### config.mk
export PLATFORM = sky130hd
export DESIGN_NAME = upset_monitor
export DESIGN_NICKNAME = d
export VERILOG_FILES = /design/src/rtl/upset_monitor.sv
export SDC_FILE = /design/constraint.sdc
export NUM_CORES = 1
export LEC_CHECK = 0
export BUFFER_PORTS_ARGS = -buffer_cell sky130_fd_sc_hd__buf_4
export CORE_ASPECT_RATIO = 1.25
export CORE_MARGIN = 2
export CORE_UTILIZATION = 56
export DETAILED_ROUTE_END_ITERATION = 10
export PLACE_DENSITY_LB_ADDON = 0.15
export RECOVER_POWER = 25
export SLEW_MARGIN = 30
export SYNTH_ARGS = -nofsm -noshare
export SYNTH_HDL_FRONTEND = slang
export SYNTH_SLANG_ARGS = --single-unit
### constraint.sdc
create_clock -name clk -period 3 [get_ports clk]
set_clock_uncertainty 0.2 [all_clocks]
set_input_delay 0 -clock clk [delete_from_list [all_inputs] [get_ports clk]]
set_output_delay 0 -clock clk [all_outputs]
set_load 0.03 [all_outputs]
### src/rtl/upset_monitor.sv
module upset_monitor #(
  parameter int CNT_W = 16,
  parameter int TS_W  = 32
) (
  input  logic             clk,
  input  logic             rst_n,
  input  logic             clear,
  input  logic [1:0]       mode,
  input  logic             cap_valid,
  input  logic [3:0]       cap_data,
  input  logic             rec_ready,
  output logic [CNT_W-1:0] err_count,
  output logic [CNT_W-1:0] burst_count,
  output logic             rec_valid,
  output logic [TS_W-1:0]  rec_stamp,
  output logic [3:0]       rec_seen,
  output logic [3:0]       rec_want,
  output logic             rec_burst,
  output logic             overflow
);
  localparam logic [CNT_W-1:0] CNT_MAX = '1;
  localparam logic [3:0] ALT_A = 4'b0101;
  localparam logic [3:0] ALT_B = 4'b1010;

  logic [TS_W-1:0] ts;
  logic            aligned;
  logic [3:0]      alt_word;
  logic            prev_fault;

  wire [3:0] diff_a = cap_data ^ ALT_A;
  wire [2:0] dist_a = {2'b0, diff_a[0]} + {2'b0, diff_a[1]} + {2'b0, diff_a[2]} + {2'b0, diff_a[3]};
  wire [3:0] alt_first = (dist_a <= 3'd2) ? ALT_A : ALT_B;
  wire [3:0] alt_now   = aligned ? alt_word : alt_first;
  wire [3:0] expect_w  = mode[1] ? alt_now : {4{mode[0]}};

  wire take      = cap_valid && !clear;
  wire fault     = take && (cap_data != expect_w);
  wire slot_free = !rec_valid || rec_ready;

  always_ff @(posedge clk or negedge rst_n) begin
    if (!rst_n) ts <= '0;
    else if (clear) ts <= '0;
    else ts <= ts + 1'b1;
  end

  always_ff @(posedge clk or negedge rst_n) begin
    if (!rst_n) begin
      aligned  <= 1'b0;
      alt_word <= ALT_A;
    end else if (take && mode[1] && !aligned) begin
      aligned  <= 1'b1;
      alt_word <= alt_first;
    end
  end

  always_ff @(posedge clk or negedge rst_n) begin
    if (!rst_n) begin
      err_count   <= '0;
      burst_count <= '0;
      prev_fault  <= 1'b0;
      overflow    <= 1'b0;
    end else if (clear) begin
      err_count   <= '0;
      burst_count <= '0;
      prev_fault  <= 1'b0;
      overflow    <= 1'b0;
    end else begin
      if (take) prev_fault <= fault;
      if (fault && err_count != CNT_MAX) err_count <= err_count + 1'b1;
      if (fault && prev_fault && burst_count != CNT_MAX) burst_count <= burst_count + 1'b1;
      if (fault && !slot_free) overflow <= 1'b1;
    end
  end

  always_ff @(posedge clk or negedge rst_n) begin
    if (!rst_n) begin
      rec_valid <= 1'b0;
      rec_stamp <= '0;
      rec_seen  <= '0;
      rec_want  <= '0;
      rec_burst <= 1'b0;
    end else if (fault && slot_free) begin
      rec_valid <= 1'b1;
      rec_stamp <= ts;
      rec_seen  <= cap_data;
      rec_want  <= expect_w;
      rec_burst <= prev_fault;
    end else if (rec_ready) begin
      rec_valid <= 1'b0;
    end
  end

  p_hold_r8: assert property (@(posedge clk) disable iff (!rst_n)
    (rec_valid && !rec_ready) |=> (rec_valid && $stable(rec_stamp) && $stable(rec_seen)
                                   && $stable(rec_want) && $stable(rec_burst)));

  p_quiet_r4: assert property (@(posedge clk) disable iff (!rst_n)
    (!clear && !cap_valid) |=> $stable(err_count) && $stable(burst_count));

  p_sat_r5: assert property (@(posedge clk) disable iff (!rst_n)
    (!clear && err_count == CNT_MAX) |=> err_count == CNT_MAX);

  p_burst_bound_r6: assert property (@(posedge clk) disable iff (!rst_n)
    burst_count <= err_count);

  p_sticky_r9: assert property (@(posedge clk) disable iff (!rst_n)
    (overflow && !clear) |=> overflow);

  p_clear_r10: assert property (@(posedge clk) disable iff (!rst_n)
    clear |=> (err_count == '0 && burst_count == '0 && !overflow));

  p_record_mismatch_r2: assert property (@(posedge clk) disable iff (!rst_n)
    rec_valid |-> rec_seen != rec_want);
endmodule

# Word-level counts from Yosys, hierarchy flattened
# Cells that the tools add are included.
# word_totals
reg_bits,113
input_bits,11
out_inout_bits,75
elab_cells,56
# classes
n_addsub,6
n_lt_le_gt_ge,1
n_eq_ne,3
muxes,14
n_bitwise,1
reduce_logical,19
# ops
cell,count
2-to-1 mux 16 bit,4
"adder 16 x 1 -> 16 bit, second input constant",2
"adder 32 x 1 -> 32 bit, second input constant",1
2-to-1 mux 32 bit,1
"!= test 16 bit, second input constant",2
2-to-1 mux 4 bit,3
nonzero test 2 bit,5
logical AND 1 bit,9
2-to-1 mux 1 bit,6
logical NOT 1 bit,4
!= test 4 bit,1
adder 2 x 1 -> 3 bit,1
adder 3 x 1 -> 3 bit,1
"<= comparator 3 x 2 -> 1 bit, second input constant",1
adder 1 x 1 -> 2 bit,1
NOT 2 bit,1
logical OR 1 bit,1

# Depth between registers and ports, before layout
# Gate-level depths: netlist of the first run.
# depth
depth_word,14
mapped_depth,13
mapped_depth_nobuf,11

# Least setup slack after synthesis of the first run
# Ideal clock, no wire load.
# synth_timing
path_kind,input -> register
startpoint,input port cap_data[2]
endpoint,register rec_stamp[15]
arrival_time_ns,2.714
required_ns,2.675
slack_ns,-0.038
path_stages,12
cell_sequence,inv_1 -> fa_1 -> ha_1 -> ha_1 -> or3b_4 -> a211oi_2 -> mux2i_1 -> o22ai_1 -> nand2_1 -> buf_4 -> buf_6 -> mux2_2
# synth_between
elab_chain_len,10
# synth_lines
element,line_no,source
"start, declared",10,"input logic [3:0] cap_data,"
NOT 2 bit (no line),-,
adder 2 x 1 -> 3 bit,31,"wire [2:0] dist_a = {2'b0, diff_a[0]} + {2'b0, diff_a[1]} + {2'b0, diff_a[2]} + {2'b0, diff_a[3]};"
adder 3 x 1 -> 3 bit,31,
<= comparator 3 x 2 -> 1 bit,32,wire [3:0] alt_first = (dist_a <= 3'd2) ? ALT_A : ALT_B;
2-to-1 mux 4 bit,32,
2-to-1 mux 4 bit,33,wire [3:0] alt_now = aligned ? alt_word : alt_first;
2-to-1 mux 4 bit,34,wire [3:0] expect_w = mode[1] ? alt_now : {4{mode[0]}};
!= test 4 bit (*),37,wire fault = take && (cap_data != expect_w);
logical AND 1 bit (*),37,
logical AND 1 bit (*),82,end else if (fault && slot_free) begin
"end signal, assigned",84,rec_stamp <= ts;
"end, declared",15,"output logic [TS_W-1:0] rec_stamp,"
# Every way passes the cells marked *; elsewhere a longest branch is shown, timed or not.
# A chain may end at the register's enable or synchronous reset.

# Final worst setup path of the first run
# layout_timing
startpoint,input port cap_data[2]
endpoint,register burst_count[5]
# layout_between
elab_chain_len,12
# layout_lines
element,line_no,source
NOT 2 bit (no line),-,
adder 2 x 1 -> 3 bit,31,
adder 3 x 1 -> 3 bit,31,
<= comparator 3 x 2 -> 1 bit,32,
2-to-1 mux 4 bit,32,
2-to-1 mux 4 bit,33,
2-to-1 mux 4 bit,34,
!= test 4 bit (*),37,
logical AND 1 bit (*),37,
logical AND 1 bit (*) (2 in a row),70,if (fault && prev_fault && burst_count != CNT_MAX) burst_count <= burst_count + 1'b1;
nonzero test 2 bit (no line) (*),-,
"end signal, assigned",70,
"end, declared",13,"output logic [CNT_W-1:0] burst_count,"
# Marked as above.

==> results of run 1 <==
-- cell families (layout without fill, tap and decap cells) --
kind of cell / count (synthesis) / after routing / synth area share, %
compound gates: 71 / 72 / 9.51
flops: 109 / 109 / 52.8
mux: 47 / 47 / 10.2
xor+xnor: 25 / 25 / 4.24
buf+inv: 32 / 146 / 2.98
simple gates: 185 / 185 / 18.5
fa+ha+maj: 7 / 7 / 1.84
-- power by group --
group / switching, mW / total (mW) / internal (mW) / leakage (nW)
Clock: 0.548 / 1.31 / 0.762 / 0.157
Sequential: 0.0466 / 1.58 / 1.53 / 1.49
Combinational: 0.314 / 0.520 / 0.206 / 1.25
Total: 0.908 / 3.40 / 2.50 / 2.89
-- cell type report --
| class | instances | share of cell area, % |
|---|---|---|
| Multi-Input combinational cell | 336 | 36.9 |
| Clock inverter | 6 | 1.46 |
| Sequential cell | 109 | 42.0 |
| Inverter | 9 | 0.520 |
| Clock buffer | 10 | 3.68 |
| Timing Repair Buffer | 121 | 13.1 |
| Tap cell | 123 | 2.37 |
-- worst paths after layout --
check / start / slack [ps] / cells after the start / endpoint
max in group asynchronous: rst_n / 1290 / 3 / ts[7]
worst max register to register: alt_word[2] / 440 / 7 / burst_count[5]
min in group asynchronous: rst_n / 360 / 2 / rec_stamp[29]
worst min register to register: alt_word[2] / 280 / 2 / alt_word[2]
worst max-delay path: cap_data[2] / 70 / 12 / burst_count[5]
worst min-delay path: cap_data[0] / 240 / 3 / rec_seen[0]
-- sequential cells by signal, summed over array words and instances, names as in the netlist --
| register | count |
|---|---|
| burst_count | 16 |
| rec_seen | 4 |
| rec_burst | 1 |
| aligned | 1 |
| prev_fault | 1 |
| rec_stamp | 32 |
| rec_want | 2 |
| ts | 32 |
| overflow | 1 |
| rec_valid | 1 |
| alt_word | 2 |
| err_count | 16 |
-- routing by layer --
| layer | up-vias | share of wire [%] |
|---|---|---|
| met5 | - | 0 |
| met4 | 0 | 1.5 |
| met3 | 15 | 4.4 |
| met2 | 119 | 53 |
| met1 | 2116 | 41 |
| li1 | 1954 | - |
-- synthesized netlist by cell type (10+ instances only) --
cell,instances,area (um2)
nor2_1,41,154
nand2_1,38,143
mux2_2,45,507
dfrtp_1,108,2700
a21oi_1,21,105
o31ai_1,12,90.1
xor2_1,19,166
or4_1,10,75.1
or3_1,12,75.1
clkbuf_1,10,37.5
nand3_1,30,150
o21ai_0,10,50.1
-- worst reg2reg max path, cell delays in order (launching register included) --
cell and delay [ps]:
dfstp_2 540, and3b_1 200, a211oi_4 300, mux2i_4 150, o22a_4 350, buf_6 160
or4_1 520, nand2_1 80
-- timing repair --
item	CTS	global route
gates resized for setup	0	14
hold buffers	11	0
setup endpoints to repair	0	58
endpoints found under the hold margin	103	0
==> key figures, run 1 <==
Synthesis
  • Synth Net Count: 494
  • Syn. warnings: 0
  • #FFs+latches synth: 109
  • Cell count after synthesis: 476
  • Post-synth top flop: dfrtp_1
  • Post-synth EDFFs: 0
  • Synthesized area: 0.00517 mm2
  • Post-synthesis cell type count: 49
  • Syn_area_per_cell: 10.9 um2
  • FFs w/ async S/R, synth: 100%
  • Sequential area share after synthesis: 52.8%

Clock network
  • Worst-path clk slew: 70 ps
  • Num CTS Buffers: 9
  • Clk buf depth: 2
  • Clk Latency, worst-skew pair: 350 ps
  • Root buffer cell: clkbuf_16
  • CTS sink cnt: 109
  • Post-CTS Setup Inserts: 0
  • TritonCTS clock tree: done
  • H-tree Lvls: 3

Status
  • Status: finished, violations left
  • Failing checks: capacitance limit, slew limit

Global routing
  • Global routing usage on met1: 28.8%
  • Vias in the first global route: 4183
  • Global routing usage on met2: 41.9%
  • Largest net degree at the start of global routing: 62
  • GR Util All Layers: 23.8%
  • Top Usage Layer GRT: met2
  • Initial antenna violation count: 0
  • Gr ovfl total: 0
  • First-pass GRT wire length: 19300 um
  • Global Route met3 Usage: 5.55%

Critical path
  • Worst path buffer plus inverter count: 3
  • Slowest stage delay, CP: 520 ps
  • Crit Path Class: primary input to register
  • Critical Path AT: 3020 ps
  • Cell Chain, Critical Path: buf_4 > inv_1 > fa_1 > ha_2 > ha_1 > or3b_4 > a211oi_4 > mux2i_4 > o22a_4 > buf_6 > or4_1 > nand2_1
  • Slowest cell on the critical path: or4_1
  • CP Capture Type: register
  • CP startpoint kind: primary input
  • CP delay by family, top: simple AND/OR/NAND/NOR gates
  • Worst Path Max Fanout: 14
  • CP Data Required Time: 3090 ps

Run
  • Max Cap Viol: 1

STA
  • Pins over their slew limit: 61
  • Final worst slack: 66.8 ps
  • Crit path time final: 2930 ps
  • Relative slew slack: -1.70%
  • Max frequency: 341 MHz
  • Setup-failing EPs final: 0
  • Final TNS setup: 0 ps
  • Fin. Hold Viols: 0
  • Hold slack final: 236 ps
  • Final period util: 97.8%
  • Slew @ Worst Pin: 1530 ps

Drt
  • Drt wl/cell: 16.8 um
  • Drt via density: 5.89
  • Final ANT Viol Nets: 0
  • Vias: 4204
  • Total Routed Length: 12000 um
  • Initial drt markers: 248
  • DR pass1 iterations: 5
  • Drc violations: 0

Floorplan
  • Die width: 89.9 um
  • CORE AREA: 0.00908 mm2
  • Die Height: 111 um
  • Row Count: 39
  • Starting Density: 57.0%
  • Die Area: 0.0100 mm2
  • I/O pins: 86

Placed design
  • Placed inst area: 0.00610 mm2
  • Buffers on Ports: 85
  • Detail Placement HPWL: 7830 um
  • Routability cong.: 0.841
  • Post-Place Cells: 686
  • DP Worst Slack: -366 ps

Layout
  • Share of cells above drive strength 1: 27.1%
  • Commonest non-fill, non-tap cell in the layout: dfrtp_1
  • Area delta synth->final: 25.8%
  • Commonest cells after routing, fill and taps aside: dfrtp_1, buf_4, mux2_2
  • Cell area after layout: 0.00650 mm2
  • Nets: 604
  • Multi-input logic area: 0.00240 mm2
  • Core Util, Final: 71.6%
  • Antenna diodes: 0
  • Non-filler cells, final: 714
  • Filler Cells Inserted: 679
  • Register area: 0.00273 mm2

Min path
  • Class of the worst hold path: primary input to register

Power and ir drop
  • Pwr dens: 524 mW/mm2
  • Leak pwr: 2.89 nW
  • Overall power: 3.40 mW
  • VDD IR max: 0.000332 V
(Power assumes the default switching activity.)
==> run 2: changes to the inputs <==
Settings changed: BUFFER_PORTS_ARGS -buffer_cell sky130_fd_sc_hd__buf_4 to default, CORE_UTILIZATION 56 to 63, DONT_BUFFER_PORTS from default to 1.
==> run 2 against run 1 <==
The flow now finishes without violations. Via count shrank 10%. Cell count shrank 15%. First-iteration DRC count shrank 24%. Sequential share of layout area grew 4.9 points. Setup slack gained 47 ps. Sequential power grew 6%. Register-to-register slack lost 120 ps. Non-clock buffer count shrank 79. Worst hold slack lost 150 ps. Largest power group unchanged.
==> key figures, run 2 (synthesized netlist as in run 1, its figures left out) <==
Status
  • Status: complete, no violations

Placed design
  • Placed inst area: 0.00542 mm2
  • Routability cong.: 0.778
  • Detail Placement HPWL: 7230 um
  • DP Worst Slack: -144 ps
  • Post-Place Cells: 573
  • Buffers on Ports: 0

Floorplan
  • Die Height: 105 um
  • CORE AREA: 0.00788 mm2
  • Starting Density: 65.6%
  • I/O pins: 86
  • Die Area: 0.00895 mm2
  • Die width: 85.0 um
  • Row Count: 36

Layout
  • Share of cells above drive strength 1: 21.1%
  • Commonest non-fill, non-tap cell in the layout: dfrtp_1
  • Non-filler cells, final: 607
  • Cell area after layout: 0.00582 mm2
  • Core Util, Final: 73.8%
  • Biggest regs: rec_stamp: 32 flops, ts: 32 flops
  • Area delta synth->final: 12.6%
  • Antenna diodes: 0
  • Commonest cells after routing, fill and taps aside: dfrtp_1, mux2_2, nor2_1
  • Nets: 525

Power and ir drop
  • Leak pwr: 2.55 nW
  • Pwr dens: 498 mW/mm2
  • VDD IR max: 0.000370 V

Drt
  • Drt wl/cell: 17.8 um
  • Initial drt markers: 188
  • Total Routed Length: 10800 um
  • Final ANT Viol Nets: 0
  • DR pass1 iterations: 4
  • Drt via density: 6.23
  • Vias: 3781
  • Drc violations: 0

Critical path
  • Crit Path Class: primary input to register
  • Worst Path Max Fanout: 12
  • CP startpoint kind: primary input
  • Critical Path AT: 2950 ps
  • CP Data Required Time: 3060 ps
  • Setup crit start: cap_data[2]
  • CP Capture Type: register
  • RR Startpoint: alt_word[2]

Min path
  • Hold Crit Start: cap_data[1]
  • Class of the worst hold path: primary input to register

Global routing
  • Vias in the first global route: 3759
  • First-pass GRT wire length: 17900 um
  • Gr ovfl total: 0
  • Largest net degree at the start of global routing: 110
  • Initial antenna violation count: 0
  • GR Util All Layers: 24.8%

Clock network
  • CTS sink cnt: 109
  • Root buffer cell: clkbuf_8
  • H-tree Lvls: 3
  • Clk Latency, worst-skew pair: 370 ps
  • Clk buf depth: 2
  • Num CTS Buffers: 9
  • TritonCTS clock tree: done
  • Worst-path clk slew: 90 ps

STA
  • Final worst slack: 114 ps
  • Crit path time final: 2890 ps
  • Final period util: 96.2%
  • Pins over their slew limit: 0
  • RSZ-0062 raised after global routing: false
  • Hold slack final: 85.4 ps
  • Relative slew slack: 4.37%
  • Slew @ Worst Pin: 1430 ps
  • Setup-failing EPs final: 0
  • Fin. Hold Viols: 0
  • Max frequency: 347 MHz

Run
  • Max Cap Viol: 0
## run 2: cell types whose count changed in the layout (fill, tap and decap cells not counted), moves of 2 or more
cell       before  now
clkbuf_8        1   10
buf_4          72   26
clkbuf_16       9    0
clkbuf_1       33    1
o311ai_0        5    7
o311ai_1        2    0
## run 2: cell type report
class	count	area, um2
Clock buffer	11	141
Clock inverter	5	58.8
Fill cell	558	2060
Inverter	9	33.8
Multi-Input combinational cell	336	2350
Sequential cell	109	2730
Tap cell	95	119
Timing Repair Buffer	42	390
## run 2: report_power, final
part / internal (mW) / switching, mW / leakage (nW) / total, mW
logic: 0.145 / 0.172 / 0.971 / 0.317
registers: 1.53 / 0.158 / 1.49 / 1.68
clock network: 0.411 / 0.485 / 0.0959 / 0.895
## run 2: what timing repair did
item / 4_1_cts / 5_1_grt
setup endpoints to repair: 0 / 1
endpoints found under the hold margin: 185 / 0
buffers inserted: 0 / 3
hold buffers: 14 / 0
gates resized for setup: 0 / 2
## run 2: through the flow
step | setup TNS (ps) | power, mW
floorplan | -92.0 | 1.90
detailed placement | -6440 | 1.96
CTS | 0 | 2.90
global placement | -1750 | 1.94
global route | 0 | 3.02
finish | 0 | 2.90
## run 2: path summary, 6_finish.rpt
path / endpoint / slack (ps) / depth (start not counted)
max: prev_fault / 110 / 10
max in group asynchronous: ts[23] / 1360 / 2
min: rec_valid / 90 / 5
max reg2reg: prev_fault / 320 / 6
min reg2reg: alt_word[2] / 270 / 2
min in group asynchronous: ts[25] / 310 / 2
## run 2: worst max-delay path, stage by stage
cell and delay (ps):
inv_1 60, fa_1 410, ha_2 190, ha_1 260, or3b_4 380, a211oi_2 350
mux2i_4 370, o22a_4 270, dlygate4sd3_1 590, nand2_1 60
## run 2: metal layers
metal	vias to the layer above	track usage (%)	wire length, um	share of wire [%]
li1	1783	-	-	-
met1	1892	30.5	4230	39
met2	93	42.4	5780	53
met3	13	5.64	660	6.1
met4	0	9.52	144	1.3
met5	-	0	0	0
==> run 3: changes to the inputs <==
Settings changed: CORE_UTILIZATION 63 to 50.
==> run 3 against run 2 <==
Final area increased by 2.5%. First-iteration DRC count shrank 24%. Sequential cell count is the same. Core utilization is 15 points lower. Clock power rose by 33%. Combinational power about the same. Critical path depth is 1 higher. Total power is 10% higher. Routed wire length up 4.4%. Via count grew 0.71%. Maximum frequency decreased by 2.1%.
==> key figures, run 3 (synthesized netlist as in run 1, its figures left out) <==
Status
  • Status: complete, no violations

Layout
  • Area delta synth->final: 15.4%
  • Commonest non-fill, non-tap cell in the layout: dfrtp_1
  • Nets: 526
  • Antenna diodes: 0
  • Core Util, Final: 59.0%
  • Non-filler cells, final: 642
  • Share of cells above drive strength 1: 21.8%
  • Biggest regs: rec_stamp: 32 flops, ts: 32 flops
  • Commonest cells after routing, fill and taps aside: dfrtp_1, mux2_2, nor2_1

STA
  • Fin. Hold Viols: 0
  • Relative slew slack: 4.12%
  • Slew @ Worst Pin: 1440 ps
  • Pins over their slew limit: 0
  • Max frequency: 339 MHz
  • Final TNS setup: 0 ps
  • Crit path time final: 2950 ps
  • RSZ-0062 raised after global routing: true
  • Final period util: 98.3%
  • Setup-failing EPs final: 0

Clock network
  • H-tree Lvls: 3
  • Clk buf depth: 2
  • Clk Latency, worst-skew pair: 340 ps
  • CTS sink cnt: 109
  • Worst-path clk slew: 70 ps
  • Root buffer cell: clkbuf_16
  • TritonCTS clock tree: done
  • Num CTS Buffers: 9

Power and ir drop
  • VDD IR max: 0.000370 V
  • Internal Power: 2.33 mW
  • Combinational share of power: 10.0%
  • Psw: 0.866 mW
  • Leak pwr: 2.60 nW
  • Net Sw Frac: 27.1%
  • Clock power share: 37.2%
  • Overall power: 3.19 mW
  • Sequential group share of total power: 52.8%
  • Pwr dens: 535 mW/mm2

Drt
  • Total Routed Length: 11300 um
  • Drt via density: 5.93
  • Drc violations: 0
  • DR pass1 iterations: 4
  • Vias: 3808
  • Final ANT Viol Nets: 0
  • Initial drt markers: 143
  • Drt wl/cell: 17.6 um

Critical path
  • Worst path buffer plus inverter count: 2
  • Slowest stage delay, CP: 430 ps
  • Worst Path Max Fanout: 10
  • Crit Path Class: primary input to register
  • Critical Path AT: 2950 ps
  • CP Data Required Time: 3000 ps
  • CP delay by family, top: compound AO/OA/AOI/OAI gates
  • Slowest cell on the critical path: fa_1
  • CP Capture Type: register
  • CP startpoint kind: primary input
  • Cell Chain, Critical Path: inv_1 > fa_1 > ha_2 > ha_1 > or3b_4 > a211oi_2 > mux2i_4 > o22a_4 > buf_4 > o311ai_0 > o41ai_1

Global routing
  • Vias in the first global route: 3694
  • Largest net degree at the start of global routing: 110
  • Initial antenna violation count: 0
  • First-pass GRT wire length: 17900 um
  • Gr ovfl total: 0
  • GR Util All Layers: 20.0%

Floorplan
  • CORE AREA: 0.0101 mm2
  • I/O pins: 86
  • Starting Density: 51.2%
  • Die Area: 0.0112 mm2
  • Die width: 95.0 um
  • Row Count: 41
  • Die Height: 118 um

Placed design
  • Detail Placement HPWL: 7260 um
  • Buffers on Ports: 0
  • Routability cong.: 0.820
  • Post-Place Cells: 611

Run
  • Max Cap Viol: 0

Min path
  • Class of the worst hold path: primary input to register
-- run 3: cell count changes in the layout (fill, tap and decap cells not counted) --
cell / before / now
a31oi_1: 1 / 0
a31oi_2: 0 / 1
buf_12: 2 / 1
buf_4: 26 / 29
clkbuf_16: 0 / 9
clkbuf_8: 10 / 0
dlygate4sd3_1: 12 / 10
inv_8: 0 / 1
o22a_4: 1 / 2
-- run 3: final cells by class --
type	instances	area, um2
Multi-Input combinational cell	337	2370
Clock buffer	10	229
Fill cell	870	4140
Timing Repair Buffer	42	373
Sequential cell	109	2730
Clock inverter	6	70.1
Tap cell	129	161
Inverter	9	33.8
-- run 3: power groups by stage --
stage	sequential [mW]	clock, mW	combinational [mW]
final	1.68	1.19	0.320
after global routing	1.69	1.28	0.351
after CTS	1.68	1.22	0.307
after detailed placement	1.71	0	0.244
after global placement	1.71	0	0.236
after floorplan	1.68	0	0.217
-- run 3: metal layers --
| layer | routed length, um | vias to the layer above | GRT usage (%) |
|---|---|---|---|
| li1 | - | 1788 | - |
| met1 | 4460 | 1882 | 24.8 |
| met2 | 5990 | 120 | 34.0 |
| met3 | 633 | 18 | 4.74 |
| met4 | 200 | 0 | 6.43 |
| met5 | 0 | - | 0 |
-- run 3: timing repair --
| item | in CTS | in global routing |
|---|---|---|
| hold buffers | 12 | 0 |
| endpoints found under the setup margin | 0 | 9 |
| gates resized for setup | 0 | 4 |
| hold endpoints to repair | 185 | 0 |
| buffers inserted | 0 | 1 |
-- run 3: final timing paths --
| kind | endpoint | cells past startpoint | from | slack, ps |
|---|---|---|---|---|
| max in group asynchronous | err_count[8] | 2 | rst_n | 1310 |
| worst min register to register | alt_word[2] | 2 | alt_word[2] | 260 |
| worst max-delay path | burst_count[3] | 11 | cap_data[2] | 50 |
| worst min-delay path | prev_fault | 4 | cap_data[1] | 50 |
| min in group asynchronous | rec_seen[1] | 2 | rst_n | 380 |
| worst max register to register | burst_count[3] | 7 | alt_word[2] | 340 |
-- run 3: worst reg2reg max path, delay by kind of cell, from the launching register on --
kind	cells	cell delay (ps)
simple gates	1	180
buf+inv	1	170
compound gates	4	1280
flops	1	530
mux	1	170
-- run 3: stage by stage --
step | area (um2) | hold WS, ps | setup slack [ps]
6_report | 5970 | 47.5 | 51.4
5_1_grt | 5970 | 68.6 | -67.2
4_1_cts | 5930 | 40.7 | 151
3_5_place_dp | 5480 | -493 | -207
3_3_place_gp | 5480 | -493 | -94.2
2_1_floorplan | 5200 | -496 | -9.20
